File: config.mk
export PLATFORM = sky130hd
export DESIGN_NAME = fold_squarer
export DESIGN_NICKNAME = d
export VERILOG_FILES = /design/src/rtl/fsq_pkg.sv /design/src/rtl/fsq_fa.sv /design/src/rtl/fsq_pp_rows.sv /design/src/rtl/fsq_reduce.sv /design/src/rtl/fsq_core.sv /design/src/rtl/fsq_operand_prep.sv /design/src/rtl/fold_squarer.sv
export SDC_FILE = /design/constraint.sdc
export NUM_CORES = 1
export LEC_CHECK = 0
export CORE_MARGIN = 8
export CORE_UTILIZATION = 60
export DETAILED_ROUTE_END_ITERATION = 7
export GPL_TIMING_DRIVEN = 1
export PLACE_DENSITY_LB_ADDON = 0.2
export SLEW_MARGIN = 20
export SYNTH_ARGS = -nofsm -noshare
export SYNTH_HDL_FRONTEND = slang
export SYNTH_SLANG_ARGS = --single-unit
File: constraint.sdc
create_clock -name vclk -period 14.1
set_input_delay 2.115 -clock vclk [all_inputs]
set_output_delay 2.115 -clock vclk [all_outputs]
set_load 0.02 [all_outputs]
File: src/rtl/fsq_pkg.sv
// Shared definitions for the folded squarer.
// Assumes: operand widths of at least 2 bits.
package fsq_pkg;

    // Encoding of the mode select input.
    typedef enum logic {
        MODE_SQUARE  = 1'b0,
        MODE_PRODUCT = 1'b1
    } fsq_mode_e;

    // Width of a full square of an n-bit operand.
    function automatic int sq_width(input int n);
        return 2 * n;
    endfunction

endpackage

File: src/rtl/fsq_fa.sv
// One-bit full adder cell used by every compression stage.
// Assumes: nothing; purely combinational.
module fsq_fa (
    input  logic x,
    input  logic y,
    input  logic ci,
    output logic s,
    output logic co
);
    // Sum and majority carry.
    assign s  = x ^ y ^ ci;
    assign co = (x & y) | (ci & (x ^ y));
endmodule

File: src/rtl/fsq_pp_rows.sv
// Builds the folded partial-product rows of an N-bit square.
// Row i holds the self term of bit i at column 2i and the cross terms
// x_i & x_j (j > i) at column i+j+1. With MERGE set, the self term of
// bit i and the cross term of bits i-1,i (both in column 2i) are
// exchanged for x_i & ~x_(i-1) in column 2i plus x_i & x_(i-1) in
// column 2i+1, which removes one bit from each even column.
// Assumes: N >= 3.
module fsq_pp_rows #(
    parameter int N     = 9,
    parameter bit MERGE = 1'b1,
    localparam int W    = fsq_pkg::sq_width(N)
) (
    input  logic [N-1:0]        x,
    output logic [N-1:0][W-1:0] rows
);
    generate
        if (MERGE) begin : g_merge
            // Folded rows with the even-column neighbour exchange.
            always_comb begin
                rows = '0;
                rows[0][0] = x[0];
                for (int j = 2; j < N; j++) begin
                    rows[0][j+1] = x[0] & x[j];
                end
                for (int i = 1; i < N; i++) begin
                    rows[i][2*i]   = x[i] & ~x[i-1];
                    rows[i][2*i+1] = x[i] & x[i-1];
                    for (int j = i + 2; j < N; j++) begin
                        rows[i][i+j+1] = x[i] & x[j];
                    end
                end
            end
        end else begin : g_plain
            // Folded rows with self terms and shifted cross terms only.
            always_comb begin
                rows = '0;
                for (int i = 0; i < N; i++) begin
                    rows[i][2*i] = x[i];
                    for (int j = i + 1; j < N; j++) begin
                        rows[i][i+j+1] = x[i] & x[j];
                    end
                end
            end
        end
    endgenerate
endmodule

File: src/rtl/fsq_reduce.sv
// Sums R rows of W bits: a chain of carry-save stages of full-adder
// cells, then a ripple row of the same cells.
// Assumes: R >= 3 and the true sum fits in W bits.
module fsq_reduce #(
    parameter int R = 9,
    parameter int W = 18
) (
    input  logic [R-1:0][W-1:0] rows,
    output logic [W-1:0]        total
);
    logic [R-2:0][W-1:0] ps;
    logic [R-2:0][W-1:0] pc;
    logic [R-2:0]        top_co;
    logic [W:0]          rc;

    // First pair of rows enters the chain unchanged.
    assign ps[0]     = rows[0];
    assign pc[0]     = rows[1];
    assign top_co[0] = 1'b0;

    genvar st, bt;
    generate
        for (st = 1; st <= R - 2; st++) begin : g_stage
            logic [W-1:0] co;
            for (bt = 0; bt < W; bt++) begin : g_bit
                fsq_fa u_fa (
                    .x (ps[st-1][bt]),
                    .y (pc[st-1][bt]),
                    .ci(rows[st+1][bt]),
                    .s (ps[st][bt]),
                    .co(co[bt])
                );
            end
            // Carries move up one column; the top one must stay zero.
            assign pc[st]     = {co[W-2:0], 1'b0};
            assign top_co[st] = co[W-1];
        end

        assign rc[0] = 1'b0;
        for (bt = 0; bt < W; bt++) begin : g_ripple
            fsq_fa u_fa (
                .x (ps[R-2][bt]),
                .y (pc[R-2][bt]),
                .ci(rc[bt]),
                .s (total[bt]),
                .co(rc[bt+1])
            );
        end
    endgenerate

    // no carry may leave the W-bit field anywhere in the tree.
    always_comb begin
        p_no_overflow_r1: assert (top_co == '0 && rc[W] == 1'b0)
            else $error("carry lost out of the top column");
    end
endmodule

File: src/rtl/fsq_core.sv
// Unsigned N-bit squarer: folded rows feeding the adder-cell reducer.
// Assumes: N >= 3.
module fsq_core #(
    parameter int N     = 9,
    parameter bit MERGE = 1'b1,
    localparam int W    = fsq_pkg::sq_width(N)
) (
    input  logic [N-1:0] x,
    output logic [W-1:0] sq
);
    logic [N-1:0][W-1:0] rows;

    fsq_pp_rows #(.N(N), .MERGE(MERGE)) u_rows (
        .x   (x),
        .rows(rows)
    );

    fsq_reduce #(.R(N), .W(W)) u_red (
        .rows (rows),
        .total(sq)
    );

    // a square's low bits follow the operand's low bit.
    always_comb begin
        p_lsb_follows_r2: assert (sq[0] == x[0])
            else $error("square bit 0 differs from operand bit 0");
        p_bit1_zero_r3: assert (sq[1] == 1'b0)
            else $error("square bit 1 is set");
    end
endmodule

File: src/rtl/fsq_operand_prep.sv
// Chooses what the two squarer cores see. Square mode: core 0 gets a
// and core 1 gets zero. Product mode: core 0 gets a+b and core 1 gets
// |a-b|.
// Assumes: unsigned operands.
module fsq_operand_prep #(
    parameter int K = 8
) (
    input  logic [K-1:0] a,
    input  logic [K-1:0] b,
    input  logic         mul_sel,
    output logic [K:0]   sq_in0,
    output logic [K:0]   sq_in1
);
    logic [K:0] opsum;
    logic [K:0] opdif;

    // Widened sum and magnitude of the difference.
    always_comb begin
        opsum = {1'b0, a} + {1'b0, b};
        opdif = (a >= b) ? {1'b0, a - b} : {1'b0, b - a};
    end

    // Per-mode routing to the two cores.
    always_comb begin
        if (mul_sel == fsq_pkg::MODE_PRODUCT) begin
            sq_in0 = opsum;
            sq_in1 = opdif;
        end else begin
            sq_in0 = {1'b0, a};
            sq_in1 = '0;
        end
    end
endmodule

File: src/rtl/fold_squarer.sv
// Top level: squares a, or multiplies a by b through two squares.
// Assumes: K >= 2; the result is purely combinational.
module fold_squarer #(
    parameter int K     = 8,
    parameter bit MERGE = 1'b1,
    localparam int CW   = K + 1,
    localparam int SW   = fsq_pkg::sq_width(CW),
    localparam int RW   = fsq_pkg::sq_width(K)
) (
    input  logic [K-1:0]  a,
    input  logic [K-1:0]  b,
    input  logic          mul_sel,
    output logic [RW-1:0] result
);
    logic [CW-1:0] sq_in0;
    logic [CW-1:0] sq_in1;
    logic [SW-1:0] sq_hi;
    logic [SW-1:0] sq_lo;
    logic [SW-1:0] quad;

    fsq_operand_prep #(.K(K)) u_prep (
        .a      (a),
        .b      (b),
        .mul_sel(mul_sel),
        .sq_in0 (sq_in0),
        .sq_in1 (sq_in1)
    );

    fsq_core #(.N(CW), .MERGE(MERGE)) u_sq_hi (
        .x (sq_in0),
        .sq(sq_hi)
    );

    fsq_core #(.N(CW), .MERGE(MERGE)) u_sq_lo (
        .x (sq_in1),
        .sq(sq_lo)
    );

    // Difference of squares, then exact quarter or direct square.
    always_comb begin
        quad = sq_hi - sq_lo;
        if (mul_sel == fsq_pkg::MODE_PRODUCT) begin
            result = quad[SW-1:2];
        end else begin
            result = sq_hi[RW-1:0];
        end
    end

    // the squares differ by a multiple of four with no borrow.
    // in square mode the second core sits at zero, the first fits.
    always_comb begin
        if (mul_sel == fsq_pkg::MODE_PRODUCT) begin
            p_exact_quarter_r4: assert (quad[1:0] == 2'b00 && sq_hi >= sq_lo)
                else $error("difference of squares not an exact quarter");
        end else begin
            p_second_idle_r6: assert (sq_lo == '0 && sq_hi[SW-1:RW] == '0)
                else $error("square mode disturbed by second operand");
        end
    end
endmodule

==> run_results.csv <==
group,metric,value,unit
power,powerDensity,194,mW/mm^2
sta,hold_viol,0,
synth,syn-mean-instance-area,8.01,sq um
worst_setup_path,slowest_delay,500,ps
global_route,grt_overflow,0,
worst_setup_path,crit_top_cell,"fa_1",
cells_and_area,seq_cell_count,0,
sta,drv_slew,0,
global_route,grt_max_degree,31,
die,io_pins,33,
synth,synth_xor_area_share,3.17,%
job,maxCapViolCount,0,
worst_setup_path,cp_top_family,"adder cells",
die,fp.coreArea,0.00761,sq mm
sta,max_freq,0.0736,GHz
sta,setup_tns,0,ps
sta,setup_viol,0,
synth,synth_top_family_by_area,"adder cells",
synth,ys_types,59,
die,dieArea,0.0108,sq mm
power,total_power,1.01,mW
route,drt_wl_total,10600,microns
worst_setup_path,end_kind,"output pin",
place,gp_congestion,0.888,
synth,yosysSeqAreaShare,0,%
sta,fin_ws,520,ps
die,core.rowCount,32,
power,irDropWorstVdd,0.130,mV
die,die_w,104,microns
route,firstDrtPassIters,4,
worst_setup_path,crit_required,11980,ps
cells_and_area,diodes,0,
route,avgRoutedWirePerCell,14.7,microns
synth,syn_area,0.00466,sq mm
worst_setup_path,critPathSlowestCell,"clkdlybuf4s50_1",
sta,period_share,96.3,%
cells_and_area,clockBufferCount,0,
route,drt_iter0_drc,155,
power,leakagePower,2.85,nW
route,ant_nets,0,
worst_setup_path,path_max_fanout,7,
synth,netlist_instances,581,
worst_setup_path,critPathBufInv,8,
min_path,hold_path_class,"in -> out",
synth,synth_compound_area_share,14.6,%
worst_setup_path,critPathLaunch,"b[0]",
cells_and_area,postLayoutCellArea,0.00521,sq mm
global_route,grt_pass1_vias,4211,
cells_and_area,fin_cells,718,
cells_and_area,syn_to_final_growth,11.8,%
route,vias_per_cell,5.58,
die,initial_core_util,61.2,%
synth,yosys_warnings,0,
place,port_buffers,33,
route,route.detailed.drc,0,
worst_setup_path,endpoint,"result[15]",
cells_and_area,nets,796,
sta,whs,4930,ps
worst_setup_path,critPathArrivalTime,11460,ps
worst_setup_path,cp-start-kind,"input port",
global_route,grt_first_pass_wirelength,19000,microns
synth,synth_fp_nets,759,
place,pre_cts_ws,-311,ps
place,dp.cells,717,
place,place_hpwl,9530,microns
place,post_dp_cell_area,0.00517,sq mm
synth,synth_mux_area_share,2.93,%
synth,synthSimpleGateAreaFrac,18.2,%
clock_tree,ctsHoldBuffers,0,
cells_and_area,seqCellArea,0,sq um
route,num_vias,4006,
sta,tightest_slew,658,ps
cells_and_area,final_layout_size_suffix_gt1_share,7.14,%
sta,slew_headroom,55.6,%
cells_and_area,fin_util,68.4,%
global_route,antenna_found_initial,0,
sta,grt_setup_unrepaired,"no",
global_route,grt.total_usage,20.1,%
sta,min_period,13580,ps
die,die_h,104,microns
worst_setup_path,crit_cells,37,
status,outcome,"finished clean",
worst_setup_path,criticalPathCategory,"in -> out",
synth,synth-adder-area-share,51.2,%
logic make-up after synthesis:
group / count (synthesis)
other cells: 1
fa+ha+maj: 161
compound gates: 96
simple gates: 175
xor+xnor: 16
mux: 13
buf+inv: 119
what timing repair did:
action,CTS,global route
gates resized for setup,1,9
pin swaps,1,0
setup endpoints to repair,1,3
buffers inserted,1,0
report_power, final:
part | leakage, nW | internal [mW] | total (mW) | switching [mW]
registers | 0 | 0 | 0 | 0
logic | 2.85 | 0.451 | 1.01 | 0.559
clock network | 0 | 0 | 0 | 0
total | 2.85 | 0.451 | 1.01 | 0.559
layout make-up:
class	count	area (sq um)
inverter	101	379
multi-input combinational	462	4220
tap	102	128
timing repair buffer	53	475
fill	664	2400
routing by layer:
layer | wire (microns) | vias up | global-route usage, % | share of wire, %
li1 | - | 2015 | - | -
met1 | 4940 | 1911 | 25.8 | 47
met2 | 5240 | 72 | 36.6 | 49
met5 | 0 | - | 0 | 0
met4 | 102 | 0 | 3.10 | 0.96
met3 | 305 | 8 | 1.05 | 2.9
cell usage after synthesis, drive strengths merged, types with 6 or more instances:
master | number | area share, %
ha | 112 | 30
inv | 101 | 8.1
nand2 | 55 | 4.4
fa | 49 | 21
nor2 | 43 | 3.5
a21oi | 23 | 2.5
o21ai | 14 | 1.5
a21o | 12 | 1.9
nor3 | 12 | 1.3
and2 | 11 | 1.5
nor2b | 11 | 1.5
xnor2 | 11 | 2.2
clkbuf | 10 | 0.83
nand3 | 10 | 1.1
buf | 8 | 0.83
mux2i | 8 | 1.7
nand2b | 7 | 0.94
o211ai | 7 | 1.1
and3 | 6 | 0.81
cells in the final DEF (no fill, tap or decap), types with 2 or more instances in the layout:
cell,Yosys,final
or2_2,5,5
o211ai_1,7,7
xor2_1,5,5
xnor2_1,10,10
nor3_1,12,12
inv_1,100,100
a211oi_1,3,3
nor2_1,42,42
ha_1,112,112
nand4b_1,2,2
o21bai_1,3,3
a31oi_1,4,4
clkdlybuf4s50_1,0,29
o21a_1,4,4
mux2_2,5,5
fa_1,49,49
o31ai_1,5,5
nor2b_1,11,11
a21oi_1,23,22
a21o_1,12,12
nand2_1,55,55
o2111ai_1,3,2
o21ai_0,14,14
a21boi_0,4,4
and2_1,11,11
nand3_1,10,10
mux2i_1,8,8
nand3b_1,2,2
nand2b_1,7,7
nor4_1,2,2
or3_1,3,3
a311o_1,2,2
and3_1,6,6
buf_4,1,20
dlymetal6s2s_1,0,2
worst min-delay path by stage:
| stage | cells after the start | end | from |
|---|---|---|---|
| floorplan | 1 | result[2] | a[0] |
| global placement | 4 | result[2] | mul_sel |
| detailed placement | 4 | result[2] | mul_sel |
| CTS | 4 | result[15] | mul_sel |
| global route | 4 | result[15] | mul_sel |
| finish | 4 | result[15] | mul_sel |
(Power assumes the default switching activity.)
